## src/rtl/midi_uart_pkg.sv

```systemverilog
package midi_uart_pkg;
  localparam logic [3:0] OFS_ISTAT = 4'h0;
  localparam logic [3:0] OFS_IMASK = 4'h1;
  localparam logic [3:0] OFS_TXCNT = 4'hA;
  localparam logic [3:0] OFS_RXCNT = 4'hB;
  localparam logic [3:0] OFS_DATA  = 4'hC;
  localparam logic [3:0] OFS_CTRL  = 4'hD;
  localparam logic [3:0] OFS_WMARK = 4'hE;
  localparam int IRQ_RX      = 0;
  localparam int IRQ_TX      = 1;
  localparam int WM_SEL_BIT  = 5;
  localparam int OS_RATE     = 16;

  typedef enum logic [1:0] {RX_IDLE, RX_START, RX_DATA, RX_STOP} rx_state_t;
endpackage

```

## src/rtl/midi_byte_fifo.sv

```systemverilog
module midi_byte_fifo #(
  parameter int DEPTH = 32,
  parameter int W     = 8,
  localparam int AW   = $clog2(DEPTH),
  localparam int CW   = $clog2(DEPTH + 1)
) (
  input  logic          clk,
  input  logic          rst_n,
  input  logic          push,
  input  logic [W-1:0]  din,
  input  logic          pop,
  output logic [W-1:0]  dout,
  output logic [CW-1:0] count,
  output logic          full,
  output logic          empty
);
  logic [W-1:0]  mem [DEPTH];
  logic [AW-1:0] wr_ptr, rd_ptr, wr_ptr_n, rd_ptr_n;
  logic [CW-1:0] count_n;
  logic          do_push, do_pop;

  assign full    = (count == CW'(DEPTH));
  assign empty   = (count == '0);
  assign do_push = push && !full;
  assign do_pop  = pop && !empty;
  assign dout    = mem[rd_ptr];

  always_comb begin
    wr_ptr_n = wr_ptr;
    rd_ptr_n = rd_ptr;
    count_n  = count;
    if (do_push) wr_ptr_n = wr_ptr + 1'b1;
    if (do_pop)  rd_ptr_n = rd_ptr + 1'b1;
    case ({do_push, do_pop})
      2'b10:   count_n = count + 1'b1;
      2'b01:   count_n = count - 1'b1;
      default: count_n = count;
    endcase
  end

  always_ff @(posedge clk) begin
    if (do_push) mem[wr_ptr] <= din;
  end

  always_ff @(posedge clk or negedge rst_n) begin
    if (!rst_n) begin
      wr_ptr <= '0;
      rd_ptr <= '0;
      count  <= '0;
    end else begin
      wr_ptr <= wr_ptr_n;
      rd_ptr <= rd_ptr_n;
      count  <= count_n;
    end
  end

  // a push into a full FIFO leaves the occupancy unchanged
  assert_no_overflow_R3: assert property (@(posedge clk) disable iff (!rst_n)
    (full && push && !pop) |=> (count == $past(count)));

  // popping an empty FIFO does not move it
  assert_empty_pop_R6: assert property (@(posedge clk) disable iff (!rst_n)
    (empty && pop && !push) |=> empty);
endmodule

```

## src/rtl/midi_tx_serializer.sv

```systemverilog
module midi_tx_serializer #(
  parameter int BIT_DIV = 3200,
  localparam int DW     = $clog2(BIT_DIV)
) (
  input  logic       clk,
  input  logic       rst_n,
  input  logic       enable,
  input  logic       fifo_empty,
  input  logic [7:0] fifo_data,
  output logic       fifo_pop,
  output logic       txd
);
  logic          busy, busy_n;
  logic [DW-1:0] div_cnt, div_cnt_n;
  logic [3:0]    bit_cnt, bit_cnt_n;
  logic [9:0]    shreg, shreg_n;
  logic          txd_n;

  assign fifo_pop = !busy && enable && !fifo_empty;

  always_comb begin
    busy_n    = busy;
    div_cnt_n = div_cnt;
    bit_cnt_n = bit_cnt;
    shreg_n   = shreg;
    if (fifo_pop) begin
      busy_n    = 1'b1;
      shreg_n   = {1'b1, fifo_data, 1'b0};
      div_cnt_n = '0;
      bit_cnt_n = '0;
    end else if (busy) begin
      if (div_cnt == DW'(BIT_DIV - 1)) begin
        div_cnt_n = '0;
        shreg_n   = {1'b1, shreg[9:1]};
        if (bit_cnt == 4'd9) busy_n = 1'b0;
        else                 bit_cnt_n = bit_cnt + 1'b1;
      end else begin
        div_cnt_n = div_cnt + 1'b1;
      end
    end
    txd_n = busy_n ? shreg_n[0] : 1'b1;
  end

  always_ff @(posedge clk or negedge rst_n) begin
    if (!rst_n) begin
      busy    <= 1'b0;
      div_cnt <= '0;
      bit_cnt <= '0;
      shreg   <= '1;
      txd     <= 1'b1;
    end else begin
      busy    <= busy_n;
      div_cnt <= div_cnt_n;
      bit_cnt <= bit_cnt_n;
      shreg   <= shreg_n;
      txd     <= txd_n;
    end
  end

  // a byte taken from the FIFO starts its frame with a low start bit
  assert_start_bit_R4: assert property (@(posedge clk) disable iff (!rst_n)
    fifo_pop |=> !txd);

  // the last bit slot of a frame is the high stop bit
  assert_stop_bit_R4: assert property (@(posedge clk) disable iff (!rst_n)
    (busy && bit_cnt == 4'd9) |-> txd);
endmodule

```

## src/rtl/midi_rx_deserializer.sv

```systemverilog
module midi_rx_deserializer
  import midi_uart_pkg::*;
#(
  parameter int OS_DIV = 200,
  localparam int OW    = $clog2(OS_DIV)
) (
  input  logic       clk,
  input  logic       rst_n,
  input  logic       enable,
  input  logic       rxd,
  output logic       byte_valid,
  output logic [7:0] byte_data
);
  logic          sync1, sync2;
  logic [OW-1:0] os_cnt, os_cnt_n;
  logic          tick;
  rx_state_t     st, st_n;
  logic [3:0]    tc, tc_n;
  logic [2:0]    bi, bi_n;
  logic [7:0]    sh, sh_n;
  logic          vld_n;

  assign tick      = (os_cnt == OW'(OS_DIV - 1));
  assign byte_data = sh;

  always_comb begin
    os_cnt_n = tick ? '0 : os_cnt + 1'b1;
    st_n  = st;
    tc_n  = tc;
    bi_n  = bi;
    sh_n  = sh;
    vld_n = 1'b0;
    if (!enable) begin
      st_n = RX_IDLE;
      tc_n = '0;
    end else if (tick) begin
      case (st)
        RX_IDLE: if (!sync2) begin
          st_n = RX_START;
          tc_n = '0;
        end
        RX_START: if (tc == 4'd7) begin
          tc_n = '0;
          bi_n = '0;
          st_n = sync2 ? RX_IDLE : RX_DATA;
        end else tc_n = tc + 1'b1;
        RX_DATA: if (tc == 4'(OS_RATE - 1)) begin
          tc_n = '0;
          sh_n = {sync2, sh[7:1]};
          if (bi == 3'd7) st_n = RX_STOP;
          else            bi_n = bi + 1'b1;
        end else tc_n = tc + 1'b1;
        default: if (tc == 4'(OS_RATE - 1)) begin
          tc_n  = '0;
          st_n  = RX_IDLE;
          vld_n = sync2;
        end else tc_n = tc + 1'b1;
      endcase
    end
  end

  always_ff @(posedge clk or negedge rst_n) begin
    if (!rst_n) begin
      sync1      <= 1'b1;
      sync2      <= 1'b1;
      os_cnt     <= '0;
      st         <= RX_IDLE;
      tc         <= '0;
      bi         <= '0;
      sh         <= '0;
      byte_valid <= 1'b0;
    end else begin
      sync1      <= rxd;
      sync2      <= sync1;
      os_cnt     <= os_cnt_n;
      st         <= st_n;
      tc         <= tc_n;
      bi         <= bi_n;
      sh         <= sh_n;
      byte_valid <= vld_n;
    end
  end

  // each recovered frame yields a single-cycle store request
  assert_valid_pulse_R5: assert property (@(posedge clk) disable iff (!rst_n)
    byte_valid |=> !byte_valid);

  // with the mode off the receiver stays idle
  assert_rx_idle_off_R12: assert property (@(posedge clk) disable iff (!rst_n)
    !enable |=> (st == RX_IDLE || enable));
endmodule

```

## src/rtl/midi_uart_port.sv

```systemverilog
module midi_uart_port
  import midi_uart_pkg::*;
#(
  parameter int CLK_HZ = 100_000_000,
  parameter int BAUD   = 31_250,
  parameter int DEPTH  = 32,
  localparam int BIT_DIV = CLK_HZ / BAUD,
  localparam int OS_DIV  = BIT_DIV / OS_RATE,
  localparam int CW      = $clog2(DEPTH + 1),
  localparam int WMW     = $clog2(DEPTH)
) (
  input  logic       clk,
  input  logic       rst_n,
  input  logic       wr_en,
  input  logic       rd_en,
  input  logic [3:0] addr,
  input  logic [7:0] wdata,
  output logic [7:0] rdata,
  input  logic       rxd,
  output logic       txd,
  output logic       irq
);
  logic           uart_en, uart_en_n;
  logic [WMW-1:0] tx_wm, tx_wm_n, rx_wm, rx_wm_n;
  logic [1:0]     irq_mask, irq_mask_n, irq_stat, irq_stat_n, irq_clr, irq_cond;
  logic [7:0]     rd_nxt;

  logic           tx_push, tx_pop, tx_full, tx_empty;
  logic [7:0]     tx_dout;
  logic [CW-1:0]  tx_count;
  logic           rx_valid, rx_pop, rx_full, rx_empty;
  logic [7:0]     rx_byte, rx_dout;
  logic [CW-1:0]  rx_count;

  assign tx_push = wr_en && (addr == OFS_DATA);
  assign rx_pop  = rd_en && (addr == OFS_DATA);

  midi_byte_fifo #(.DEPTH(DEPTH), .W(8)) u_tx_fifo (
    .clk(clk), .rst_n(rst_n), .push(tx_push), .din(wdata), .pop(tx_pop),
    .dout(tx_dout), .count(tx_count), .full(tx_full), .empty(tx_empty));

  midi_tx_serializer #(.BIT_DIV(BIT_DIV)) u_tx (
    .clk(clk), .rst_n(rst_n), .enable(uart_en), .fifo_empty(tx_empty),
    .fifo_data(tx_dout), .fifo_pop(tx_pop), .txd(txd));

  midi_rx_deserializer #(.OS_DIV(OS_DIV)) u_rx (
    .clk(clk), .rst_n(rst_n), .enable(uart_en), .rxd(rxd),
    .byte_valid(rx_valid), .byte_data(rx_byte));

  midi_byte_fifo #(.DEPTH(DEPTH), .W(8)) u_rx_fifo (
    .clk(clk), .rst_n(rst_n), .push(rx_valid), .din(rx_byte), .pop(rx_pop),
    .dout(rx_dout), .count(rx_count), .full(rx_full), .empty(rx_empty));

  // watermark conditions, only raised in UART mode
  always_comb begin
    irq_cond[IRQ_TX] = uart_en && (tx_count <= {1'b0, tx_wm});
    irq_cond[IRQ_RX] = uart_en && (rx_count >= {1'b0, rx_wm});
  end

  // register writes
  always_comb begin
    uart_en_n  = uart_en;
    tx_wm_n    = tx_wm;
    rx_wm_n    = rx_wm;
    irq_mask_n = irq_mask;
    irq_clr    = '0;
    if (wr_en) begin
      case (addr)
        OFS_CTRL:  uart_en_n  = wdata[0];
        OFS_IMASK: irq_mask_n = wdata[1:0];
        OFS_ISTAT: irq_clr    = wdata[1:0];
        OFS_WMARK: if (wdata[WM_SEL_BIT]) rx_wm_n = wdata[WMW-1:0];
                   else                   tx_wm_n = wdata[WMW-1:0];
        default: ;
      endcase
    end
    irq_stat_n = (irq_stat & ~irq_clr) | irq_cond;
  end

  // read mux
  always_comb begin
    case (addr)
      OFS_ISTAT: rd_nxt = {6'd0, irq_stat};
      OFS_IMASK: rd_nxt = {6'd0, irq_mask};
      OFS_TXCNT: rd_nxt = 8'(tx_count);
      OFS_RXCNT: rd_nxt = 8'(rx_count);
      OFS_DATA:  rd_nxt = rx_empty ? 8'h00 : rx_dout;
      OFS_CTRL:  rd_nxt = {3'd0, rx_full, rx_empty, tx_full, tx_empty, uart_en};
      default:   rd_nxt = 8'h00;
    endcase
  end

  assign irq = |(irq_stat & ~irq_mask);

  always_ff @(posedge clk or negedge rst_n) begin
    if (!rst_n) begin
      uart_en  <= 1'b0;
      tx_wm    <= '0;
      rx_wm    <= WMW'(1);
      irq_mask <= 2'b11;
      irq_stat <= 2'b00;
      rdata    <= 8'h00;
    end else begin
      uart_en  <= uart_en_n;
      tx_wm    <= tx_wm_n;
      rx_wm    <= rx_wm_n;
      irq_mask <= irq_mask_n;
      irq_stat <= irq_stat_n;
      if (rd_en) rdata <= rd_nxt;
    end
  end

  // a frame finishing against a full receive FIFO is lost
  assert_rx_drop_R7: assert property (@(posedge clk) disable iff (!rst_n)
    (rx_valid && rx_full && !rx_pop) |=> (rx_full && rx_count == $past(rx_count)));

  // with the mode off, a clear status stays clear
  assert_quiet_when_off_R12: assert property (@(posedge clk) disable iff (!rst_n)
    (!uart_en && irq_stat == 2'b00) |=> (irq_stat == 2'b00));

  // the transmitter never takes a byte while the mode is off
  assert_tx_hold_R12: assert property (@(posedge clk) disable iff (!rst_n)
    !uart_en |-> !tx_pop);
endmodule

```

## config.mk

```make
export PLATFORM = sky130hd
export DESIGN_NAME = midi_uart_port
export DESIGN_NICKNAME = d
export VERILOG_FILES = /design/src/rtl/midi_uart_pkg.sv /design/src/rtl/midi_byte_fifo.sv /design/src/rtl/midi_tx_serializer.sv /design/src/rtl/midi_rx_deserializer.sv /design/src/rtl/midi_uart_port.sv
export SDC_FILE = /design/constraint.sdc
export NUM_CORES = 1
export LEC_CHECK = 0
export BUFFER_PORTS_ARGS = -buffer_cell sky130_fd_sc_hd__buf_2
export CAP_MARGIN = 20
export CORE_MARGIN = 2
export CORE_UTILIZATION = 60
export DETAILED_ROUTE_END_ITERATION = 8
export GPL_TIMING_DRIVEN = 0
export MAX_ROUTING_LAYER = met4
export PLACE_DENSITY = 0.76
export SYNTH_ARGS = -nofsm -noshare
export SYNTH_HDL_FRONTEND = slang
export SYNTH_SLANG_ARGS = --single-unit
```

## constraint.sdc

```tcl
create_clock -name clk -period 4.3 [get_ports clk]
set_input_delay 0.645 -clock clk [delete_from_list [all_inputs] [get_ports clk]]
set_output_delay 0.645 -clock clk [all_outputs]
set_load 0.05 [all_outputs]
```

**Word-level counts from Yosys, hierarchy flattened**

Memories as Yosys holds them, arrays and structs flattened.
Index checks and enable logic that the tools add are counted.

- Add/subtract/negate cells: 13
- $lt $le $gt $ge: 2
- Equality and inequality tests: 30
- Multiplexer cells: 49
- Bitwise operators: 6
- Reduce and logical (&&, ||, !) cells: 36

Operators by type and width:

| cell | count |
|---|---|
| $pmux 8 s6 | 1 |
| $mux 12 | 3 |
| $mux 4 | 9 |
| $mux 10 | 3 |
| $eq 4x4->1 const B | 7 |
| $pmux 6 s2 | 2 |
| $add 5x1->5 const B | 4 |
| $mux 2 | 10 |
| $mux 8 | 2 |
| $mux 1 | 13 |
| $add 12x1->12 const B | 1 |
| $add 6x1->6 const B | 2 |
| $eq 12x12->1 const B | 1 |
| $eq 6x6->1 const B | 2 |
| $logic_not 6->1 | 2 |
| $reduce_and 6->1 | 2 |
| $sub 6x1->6 const B | 2 |
| $logic_and 1x1->1 | 10 |
| $reduce_bool 2->1 | 5 |
| $mux 3 | 3 |
| $ne 3x2->1 const B | 3 |
| $reduce_and 3->1 | 3 |
| $add 4x1->4 const B | 2 |
| $add 8x1->8 const B | 1 |
| 27 further kinds | 43 |

- Register bits: 111
- Memory bits (writable): 512
- Bits of input ports: 17
- Output and inout port bits: 10
- Memories: 2

Memory list:

| name | depth | width | rd ports | clocked after Yosys merged registers in | write ports | RTL line | text |
|---|---|---|---|---|---|---|---|
| u_rx_fifo.mem | 32 | 8 | 1 | 0 | 1 | midi_byte_fifo.sv:17 | `logic [W-1:0] mem [DEPTH];` |
| u_tx_fifo.mem | 32 | 8 | 1 | 0 | 1 | midi_byte_fifo.sv:17 |  |

**Logic depth before layout (Yosys ltp)**

Gate-level depths: netlist of run 1.

- Word-level depth: 6
- Depth in mapped cells: 15

**By module**

From an unflattened synthesis of run 1, not the netlist that was laid out.

- Cells, all modules: 1521
- Area total of the unflattened synthesis: 26142.6 µm²

Modules (own cells, without submodules):

| module | instances | cells an instance | area an instance (µm²) | sequential area each (µm²) |
|---|---|---|---|---|
| midi_byte_fifo at u_tx_fifo | 1 | 563 | 10944.2 | 8087.8 |
| midi_byte_fifo at u_rx_fifo | 1 | 563 | 10925.5 | 8087.8 |
| midi_uart_port | 1 | 143 | 1508.9 | 579.3 |
| midi_tx_serializer | 1 | 142 | 1427.6 | 714.4 |
| midi_rx_deserializer | 1 | 110 | 1336.3 | 703.2 |

**Worst setup path after synthesis of run 1**

No wires, ideal clock.

- Path type: flip-flop to flip-flop
- From: register u_rx_fifo.count[1]
- To: register u_rx_fifo.count[4]
- Library setup time: 128 ps
- Arrival: 2958 ps
- Data required time: 4172 ps
- Path slack: 1214 ps
- Stages on the path, launching flop included: 16
- Path buffers: 2
- Clock period less this slack: 3086 ps
- Cells stage by stage: dfrtp_1 -> clkbuf_1 -> or2_2 -> nor4_1 -> a21boi_1 -> inv_1 -> ha_1 -> clkbuf_1 -> xor2_1 -> ha_1 -> inv_1 -> o21ai_0 -> a21oi_1 -> a211oi_1 -> nor2_1 -> xor2_1

- Longest elaborated chain between the ends: 5
- Elaborated cells between the ends (all ways): 12
- Those cells by class: add/sub: 2; eq/ne: 3; mux: 1; reduce/logical: 6

Ends and longest elaborated chain:

| what | RTL line | text |
|---|---|---|
| start, declared | midi_byte_fifo.sv:13 | `output logic [CW-1:0] count,` |
| start signal, assigned | midi_byte_fifo.sv:53 | `count <= count_n;` |
| branches (longest 5 deep; another with $sub 6x1->6) | n/a |  |

Several ways; the timed one is not identified.
A chain may end at the register's enable or synchronous reset.

**Worst setup path after layout of run 1**

Ends and elaborated chain as after synthesis.

==> results, run 1 <==
- The run finished with clean final reports.
- In this run, synthesis inferred 512 flip-flops with an integrated enable.
- Buffers placed on the I/O ports in this run total 26.
- The worst setup path is captured at a register.
- The number of antenna violations at the first check in global routing came to 0.
- Yosys printed 0 warnings.
- Cell internal power was estimated by the tool at 11300 uW.
- TritonCTS built the clock tree.
- At the end of routability-driven placement, the weighted congestion stood at 0.864.
- The per-cell routed wire length is 24.4 um.
- The mean post-synth cell area is 16.9 sq um.
- The dominant synthesized flop cell is edfxtp_1.
- The die extent in x is 211 um.
- The initial utilization of the core area, before any placement, comes to 0.611.
- The number of design-rule violations left by the first detailed-router iteration is 1298.
- The total iterations of the first detailed-routing run is 5.
- Based on the critical path, the design can be clocked at up to 0.273 GHz.
- The share of the yosys chip area belonging to registers is 0.705.
- The critical path class is register to register.
- Measured against its own limit, the worst slew margin works out to 0.330.
- The peak supply drop is 0.396 mV.
- The distinct cell type count of the synthesized netlist is 68.
- Of the total power, the clock network draws 0.368.
- The final routed DRC violation total is 0.
- The net count of the finished layout is 1679.
- The number of global-route vias before repair is 14300.
- In this design, the largest share of critical-path delay is due to simple AND/OR/NAND/NOR gates.
- The end-of-flow core utilization is 0.684.
- The design draws 15200 uW.
- STA puts the critical path data arrival time at 4.15 ns.
- Along the worst path, the maximum fanout reaches 10.
- The post-synthesis to final-layout area growth is 12.1%.
- Of the total power, the share spent switching nets is 0.262.
- Data on the critical path is required at its endpoint by 4.80 ns.
- The smallest setup slack after layout is 0.642 ns.
- The ratio of routed vias to standard cells is 6.34.
- Counting I/O delays and the setup requirement, the final critical path takes 3.66 ns.
- The worst setup skew after layout is 0.0153 ns.
- The total negative slack is 0 ns.
- For this run the aggregate overflow at the end of global routing stands at 0.
- The proportion of synthesized flip-flops having asynchronous set or reset is 0.178.
- The area of the die is 44600 sq um.
- Summed over all cells, the static leakage comes to 0.00930 uW.
- In this run the power density over the cells is 528 nW/um^2.
- In this run the cell area of the synthesized design comes to 25800 sq um.
- The count of antenna-violating nets left after detailed routing is 0.
- The level count of the clock H-tree is 2.
- The clock-pin slew reported for the worst setup and hold paths after clock tree synthesis is 0.07 ns.
- The overall global routing resource usage is 0.256.
- The count of standard-cell rows is 75.
- The detailed router placed 14100 vias in this run.
- Summed over all nets, the switching power comes to 3990 uW.
- The register share of total power is 0.454.
- Setup repair after global routing left no endpoint under its margin.
- Prior to clock tree synthesis, the placed netlist has a worst setup slack of 0.682 ns.
- The number of CTS-inserted buffers is 60.
- Across the run, the number of max-cap violations was 0.
- In the finished design, the share of the clock period the worst path needs comes to 0.851.
- The largest single stage delay on the critical path is 0.39 ns.
- After synthesis the netlist holds a flip-flop and latch count of 623.
- The clock reaches the later pin of the worst-skew pair after 0.63 ns.
- The measured slew at the worst slew-check pin is 1.01 ns.
- The placeable core area is 42200 sq um.
- Clock tree synthesis found a total of 623 sinks.
- Once the clock tree was built, the setup fixing pass inserted 0 buffers.
- The slowest stage of the critical path is the or2_2 cell.
- The number of buffers and inverters on the critical path is 4.
- The signal on the critical path passes through clkbuf_1, or2_2, nor4_1, a21boi_1, inv_1, ha_1, clkbuf_1, xor2_1, ha_1, inv_1, o21ai_0, a21oi_1, a211oi_1, nor2_1, xor2_1.
- The number of antenna diodes in the final layout is 0.
- The path class of the tightest hold or removal check is input port to register.
- Setup violations remaining at the end of the flow were counted as 0.
- The number of buffers between clock root and the deepest sink is 3.
- The number of hold violations in the final report is 0.
- During I/O placement, the number of pins put on the boundary was 27.
- The count of final max-slew check failures is 0.
- The root buffer selected by CTS is clkbuf_16.
- The number of instances in the synthesized netlist is 1529.
- The fraction of layout instances using a drive strength above 1 is 0.190.
- The number of nets in the synthesized netlist is 1582.
- The share of total power dissipated in combinational logic is 0.178.
- The vertical die dimension is 211 um.
- The worst setup path is launched from a register.
- The largest net degree at the start of global routing is 74.
- The wire length of the first global-routing pass is 82800 um.
- The worst hold slack after final layout is 0.119 ns.
- The half-perimeter wire length after placement is 34000 um.
- The final layout contains routed wiring with a total length of 54100 um.
-- placed cells by master, fill, tap and decap left out, types with 11 or more instances in the layout --
cell	n
clkbuf_16	61
clkinv_2	12
buf_2	45
nand2_1	64
dfrtp_1	95
a211oi_1	29
xnor2_1	21
nor2b_1	32
edfxtp_1	512
mux2_2	24
mux4_2	98
a22o_1	12
dfstp_2	16
a21oi_1	32
nor3_1	17
inv_1	41
clkbuf_1	42
bufinv_16	12
nor2_1	117
xor2_1	15
a2111oi_0	15
nand3_1	23
o21ai_0	56
ha_1	35
mux2i_1	59
nand4_1	14
o22ai_1	11
-- cells by family after synthesis --
family                     synth area share
adders and majority gates            0.0178
xor gates and xnor gates             0.0122
DFF                                   0.705
buffers and inverters                0.0205
and+or+nand+nor                      0.0594
AOI/OAI and AO/OA                    0.0561
muxes                                 0.129
-- flip-flops by register name (all words and copies together) (netlist names), 3 cells and up --
| register | count |
|---|---|
| rdata | 8 |
| rx_wm | 5 |
| tx_wm | 5 |
| u_rx.bi | 3 |
| u_rx.byte_data | 8 |
| u_rx.os_cnt | 8 |
| u_rx.tc | 4 |
| u_rx_fifo.count | 6 |
| u_rx_fifo.mem | 256 |
| u_rx_fifo.rd_ptr | 5 |
| u_rx_fifo.wr_ptr | 5 |
| u_tx.bit_cnt | 4 |
| u_tx.div_cnt | 12 |
| u_tx.shreg | 10 |
| u_tx_fifo.count | 6 |
| u_tx_fifo.mem | 256 |
| u_tx_fifo.rd_ptr | 5 |
| u_tx_fifo.wr_ptr | 5 |
-- layout make-up --
cell class	instances	area [sq um]
sequential	623	18200
clock buffer	69	1570
timing repair buffer	35	329
clock inverter	44	546
tap	539	674
buffer	72	368
inverter	43	161
fill	2701	13300
multi-input combinational	791	7080
-- synth_stat cells (11+ instances only) --
| library cell | n | area share |
|---|---|---|
| xor2_1 | 15 | 0.0051 |
| a211oi_1 | 29 | 0.0084 |
| dfstp_2 | 16 | 0.016 |
| edfxtp_1 | 512 | 0.60 |
| a2111oi_0 | 15 | 0.0051 |
| nand3_1 | 23 | 0.0045 |
| o22ai_1 | 11 | 0.0027 |
| ha_1 | 35 | 0.017 |
| xnor2_1 | 21 | 0.0071 |
| o21ai_0 | 56 | 0.011 |
| dfrtp_1 | 95 | 0.092 |
| nand2_1 | 64 | 0.0093 |
| nor3_1 | 17 | 0.0033 |
| nor2_1 | 117 | 0.017 |
| clkbuf_1 | 35 | 0.0051 |
| buf_2 | 20 | 0.0039 |
| a22o_1 | 12 | 0.0041 |
| inv_1 | 41 | 0.0060 |
| a21oi_1 | 32 | 0.0062 |
| mux2_2 | 24 | 0.010 |
| nor2b_1 | 32 | 0.0078 |
| mux2i_1 | 59 | 0.023 |
| nand4_1 | 14 | 0.0034 |
| mux4_2 | 98 | 0.086 |
-- timing repair --
action                    in CTS  in global routing
hold endpoints to repair      29                  0
hold buffers                   1                  0
gates resized for setup        0                  0
-- worst paths after layout --
check                                    from                   to  slack, ns  cells after the start
setup reg to reg           u_rx_fifo.count[1]   u_rx_fifo.count[4]       0.64                     15
hold / removal                            rxd           u_rx.sync1       0.12                      1
setup / recovery           u_rx_fifo.count[1]   u_rx_fifo.count[4]       0.64                     15
hold reg to reg                    u_rx.sync1           u_rx.sync2       0.36                      0
max in group asynchronous               rst_n          irq_mask[1]       3.04                      3
min in group asynchronous               rst_n  u_tx_fifo.rd_ptr[4]       0.52                      2
-- power groups by stage --
stage          Combinational (uW)  Sequential (uW)  Clock (uW)
6_report                     2710             6930        5610
3_3_place_gp                 2650             7030           0
4_1_cts                      2730             6920        5670
2_1_floorplan                2000             7010           0
3_5_place_dp                 2710             7040           0
5_1_grt                      2930             6950        5890
-- layer usage --
metal	GRT usage	up-vias	routed length, um	share of wire
li1	-	6219	-	-
met1	0.332	7217	22100	0.41
met2	0.420	501	27300	0.51
met3	0.0395	116	3200	0.059
met4	0.0891	0	1470	0.027
met5	-	-	0	0
-- metrics by stage --
step           cell area (sq um)  std cells
2_1_floorplan              25800       1529
5_1_grt                    28900       2216
3_3_place_gp               26600       2094
6_report                   28900       2216
4_1_cts                    28800       2210
3_5_place_dp               26600       2096
Power figures use the tool's default switching activity.
==> inputs of run 2 (changes only) <==
Settings changed: CORE_UTILIZATION 60 to 45, PLACE_DENSITY 0.76 to 0.6, SYNTH_HIERARCHICAL set to 1.
==> run 2 against run 1 <==
- clock power is 4.3% lower
- total power is 0.25% lower
- worst setup slack worse by 0.32 ns
- critical path depth is 2 lower
- count of clock-buffer cells in the layout is 18 higher
- first-iteration DRC count is 18% lower
- flip-flop and latch count stayed put
- area after synthesis is 1.4% higher
- global-route usage is 5.5 points lower
- largest power group unchanged
- highest routed layer unchanged
==> results, run 2 <==
- The run finished with clean final reports.
- The wire length of the first global-routing pass is 87800 um.
- By count the netlist is led by 512 x edfxtp_1, 95 x dfrtp_1, 91 x nor2_1, 73 x mux4_2, 72 x mux2i_1.
- The max-capacitance violation count is 0.
- The dominant cell by count in the synthesized netlist is edfxtp_1.
- For the pin with the worst max-slew slack, the measured transition is 1.07 ns.
- The compound-gate portion of the synthesized area is 0.0676.
- The number of hold violations in the final report is 0.
- In the final layout, the registers with the most flip-flops are u_rx_fifo/mem: 256 flops, u_tx_fifo/mem: 256 flops, u_tx/div_cnt: 12 flops.
- The largest net degree at the start of global routing is 58.
- The port buffer count is 25.
- The proportion of synthesized flip-flops having asynchronous set or reset is 0.178.
- The detailed router finished its first iteration with 1068 violations.
- The die covers 60000 sq um.
- The time the final worst path needs with I/O delays and setup is 3.97 ns.
- The count of standard-cell rows is 88.
- The half-perimeter wire length after placement is 36900 um.
- The number of instances in the synthesized netlist is 1521.
- The sort of element at the end of the critical path is a register.
- The number of buffers between clock root and the deepest sink is 3.
- After detailed routing, the number of vias per cell comes to 5.73.
- The post-route fraction of the period consumed by the critical path is 0.924.
- In the layout the commonest cells are 512 x edfxtp_1, 95 x dfrtp_1, 91 x nor2_1, 73 x mux4_2, 72 x mux2i_1.
- The tightest slew margin relative to the limit is 0.283.
- The count of antenna-violating nets left after detailed routing is 0.
- Of the cells placed in the final design, the portion with a size suffix greater than 1 is 0.186.
- Compared with the post-synthesis result, the final layout area differs by 13.0%.
- The number of synthesis warnings is 6.
- For this run the aggregate overflow at the end of global routing stands at 0.
- The finished layout holds 2438 standard cells, fillers aside.
- The simple logic cell fraction of the synthesized area is 0.0571.
- For this run, the register share of the synthesized area comes to 0.695.
- The placeable core area is 57600 sq um.
- The post-placement cell count is 2313.
- Setup repair after global routing left no endpoint under its margin.
- The initial standard-cell utilization of the core is 0.454.
- The die is 245 um tall.
- The clock sink count is 623.
- The smallest setup slack after layout is 0.327 ns.
- Routability-driven placement finished with a final weighted congestion of 0.852.
- The leading area contributor after synthesis is edfxtp_1.
- The design draws 15200 uW.
- After synthesis the netlist holds a flip-flop and latch count of 623.
- After synthesis, the largest family of logic cells by area is multiplexers.
- For this run, the top clock speed supported by timing is 0.252 GHz.
- The detailed-route wire length is 57400 um.
- The post-synthesis adder-cell area fraction is 0.0192.
- The clock-pin slew reported for the worst setup and hold paths after clock tree synthesis is 0.06 ns.
- After detailed routing, the number of remaining DRC violations is 0.
- The endpoint required time on the critical path is 4.76 ns.
- The floorplan step set the die width to 245 um.
- The total power per unit cell area is 515 nW/um^2.
- The first TritonRoute pass finished after 5 iterations.
- Across all layers, the routed design uses 14000 vias.
- Measured against the total synthesized area, the mux share comes to 0.124.
- The number of CTS-inserted buffers is 66.
- Clock latency on the worst-skew pair, taken at its later pin, is 0.59 ns.
- Hold timing on the final database bottoms out at a slack of 0.0448 ns.
- TritonCTS built the clock tree.
- The flop-to-flop setup slack is 0.33 ns.
- The length in cells of the worst reg-to-reg path is 13.
- Dividing the synthesized area by the synthesized cell count gives 17.2 sq um.
- Of the total synthesized cell area, the portion taken by XOR and XNOR cells is 0.0107.
- The fraction of synthesized cell area taken by the top area cell type is 0.588.
- The worst setup skew after layout is 0.0153 ns.
- After synthesis, the cell types taking the most area are edfxtp_1 59%, dfrtp_1 9.1%, mux4_2 6.3%.
- VDD sags by at most 0.375 mV.
- The overall global routing resource usage is 0.201.
- The data arrival time of the critical path is 4.44 ns.
- The most common cell after layout, fill and taps aside is edfxtp_1.
- For this design the static power due to leakage is 0.00942 uW.
- The critical path in this run is classified as register to register.
- Clock tree synthesis selected as its root buffer the cell clkbuf_16.
- After synthesis the cells add up to 26100 sq um.
- Along the worst path, the maximum fanout reaches 15.
- The tightest min-delay check is of the input port to asynchronous set/reset pin type.
- The number of antenna violations at the first check in global routing is 0.
- The count of final max-slew check failures is 0.
- The H-tree generated during clock tree synthesis spans 3 levels.
- The startpoint of the worst register-to-register path is u_tx_fifo/count[0].
- The final layout net count is 1679.
- The number of enable flip-flop cells after synthesis is 512.
- For this run, the leading register cell type out of synthesis is edfxtp_1.
- The antenna diode instance count is 0.
- The total I/O pin count is 27.
- In this run the critical register-to-register path is captured at u_tx_fifo/count[5].
- The number of global-route vias before repair came to 14000.
- Synthesis produced a netlist with a net count of 1577.
- In the final routed layout, each cell accounts on average for 23.5 um.
- The kind of start point of the critical path is a register.
- OpenSTA, run right after detailed placement, puts the worst setup slack at -0.268 ns.
- Yosys mapped the design onto 91 distinct sky130hd cell types.
- The setup-violating endpoint count in the final report is 0.
-- run 2: cell types whose count changed in the layout (fill, tap and decap cells not counted), sizes merged, moves of 12 or more --
| cell | change |
|---|---|
| nor2b | -18 |
| nor2 | -26 |
| nand2 | -24 |
| a211oi | -19 |
| nor3 | -15 |
| buf | +14 |
| mux4 | -12 |
| mux2i | +13 |
| a22oi | +19 |
| o22ai | +12 |
-- run 2: cell type report --
cell class                      instances  area, sq um
Tap cell                              765          957
Sequential cell                       623        18200
Multi-Input combinational cell        768         7300
Clock inverter                         31          181
Inverter                               55          206
Buffer                                 74          465
Fill cell                            4678        28100
Clock buffer                           87         1860
Timing Repair Buffer                   35          387
-- run 2: worst max-delay path: stages, from the launching register on --
cell	delay (ns)
dfrtp_1	0.46
or4_1	0.62
nand2b_1	0.20
nor2_1	0.22
nor2b_1	0.11
clkbuf_1	0.22
nor2b_4	0.23
o31a_1	0.16
ha_1	0.29
ha_1	0.37
nor4bb_1	0.16
a311o_1	0.27
or3b_1	0.40
xnor2_1	0.13
-- run 2: per-layer routing --
metal | GRT usage | share of wire | vias to the layer above
li1 | - | - | 6270
met1 | 0.269 | 0.44 | 7267
met2 | 0.318 | 0.49 | 340
met3 | 0.0325 | 0.042 | 92
met4 | 0.0588 | 0.027 | 0
met5 | - | 0 | -
-- run 2: how the worst max path moves through the flow --
| stage | from | end | slack, ns | depth (start not counted) |
|---|---|---|---|---|
| 5_1_grt | u_tx_fifo/count[0] | u_tx_fifo/count[5] | 0.08 | 13 |
| 4_1_cts | u_tx_fifo/count[0] | u_tx_fifo/count[5] | 0.10 | 14 |
| 3_5_place_dp | u_tx_fifo/count[4] | u_tx_fifo/count[5] | -0.27 | 14 |
| 3_3_place_gp | u_tx_fifo/count[4] | u_tx_fifo/count[5] | -0.24 | 14 |
| 6_report | u_tx_fifo/count[0] | u_tx_fifo/count[5] | 0.33 | 13 |
| 2_1_floorplan | u_tx_fifo/count[0] | u_tx_fifo/count[5] | 0.61 | 14 |
-- run 2: timing repair --
item | in CTS | in global routing
hold endpoints to repair | 0 | 0
hold buffers | 0 | 0
pin swaps | 0 | 0
buffers inserted | 1 | 0
resized for setup | 1 | 2
endpoints found under the setup margin | 2 | 2
-- run 2: power by group --
group          internal, uW  switching, uW
combinational          1270           1620
sequential             6720            222
clock                  3100           2270
-- run 2: cells by family after synthesis --
group | count (synthesis)
flops | 623
simple gates | 265
compound gates | 239
mux | 193
buf+inv | 130
fa+ha+maj | 39
xor+xnor | 32
-- run 2: stage by stage --
| step | utilization | area [sq um] | setup TNS (ns) |
|---|---|---|---|
| 2_1_floorplan | - | 26100 | 0 |
| 3_3_place_gp | 0.473 | 27200 | -0.269 |
| 3_5_place_dp | 0.474 | 27300 | -0.321 |
| 4_1_cts | 0.509 | 29300 | 0 |
| 5_1_grt | 0.513 | 29500 | 0 |
| 6_report | 0.513 | 29500 | 0 |
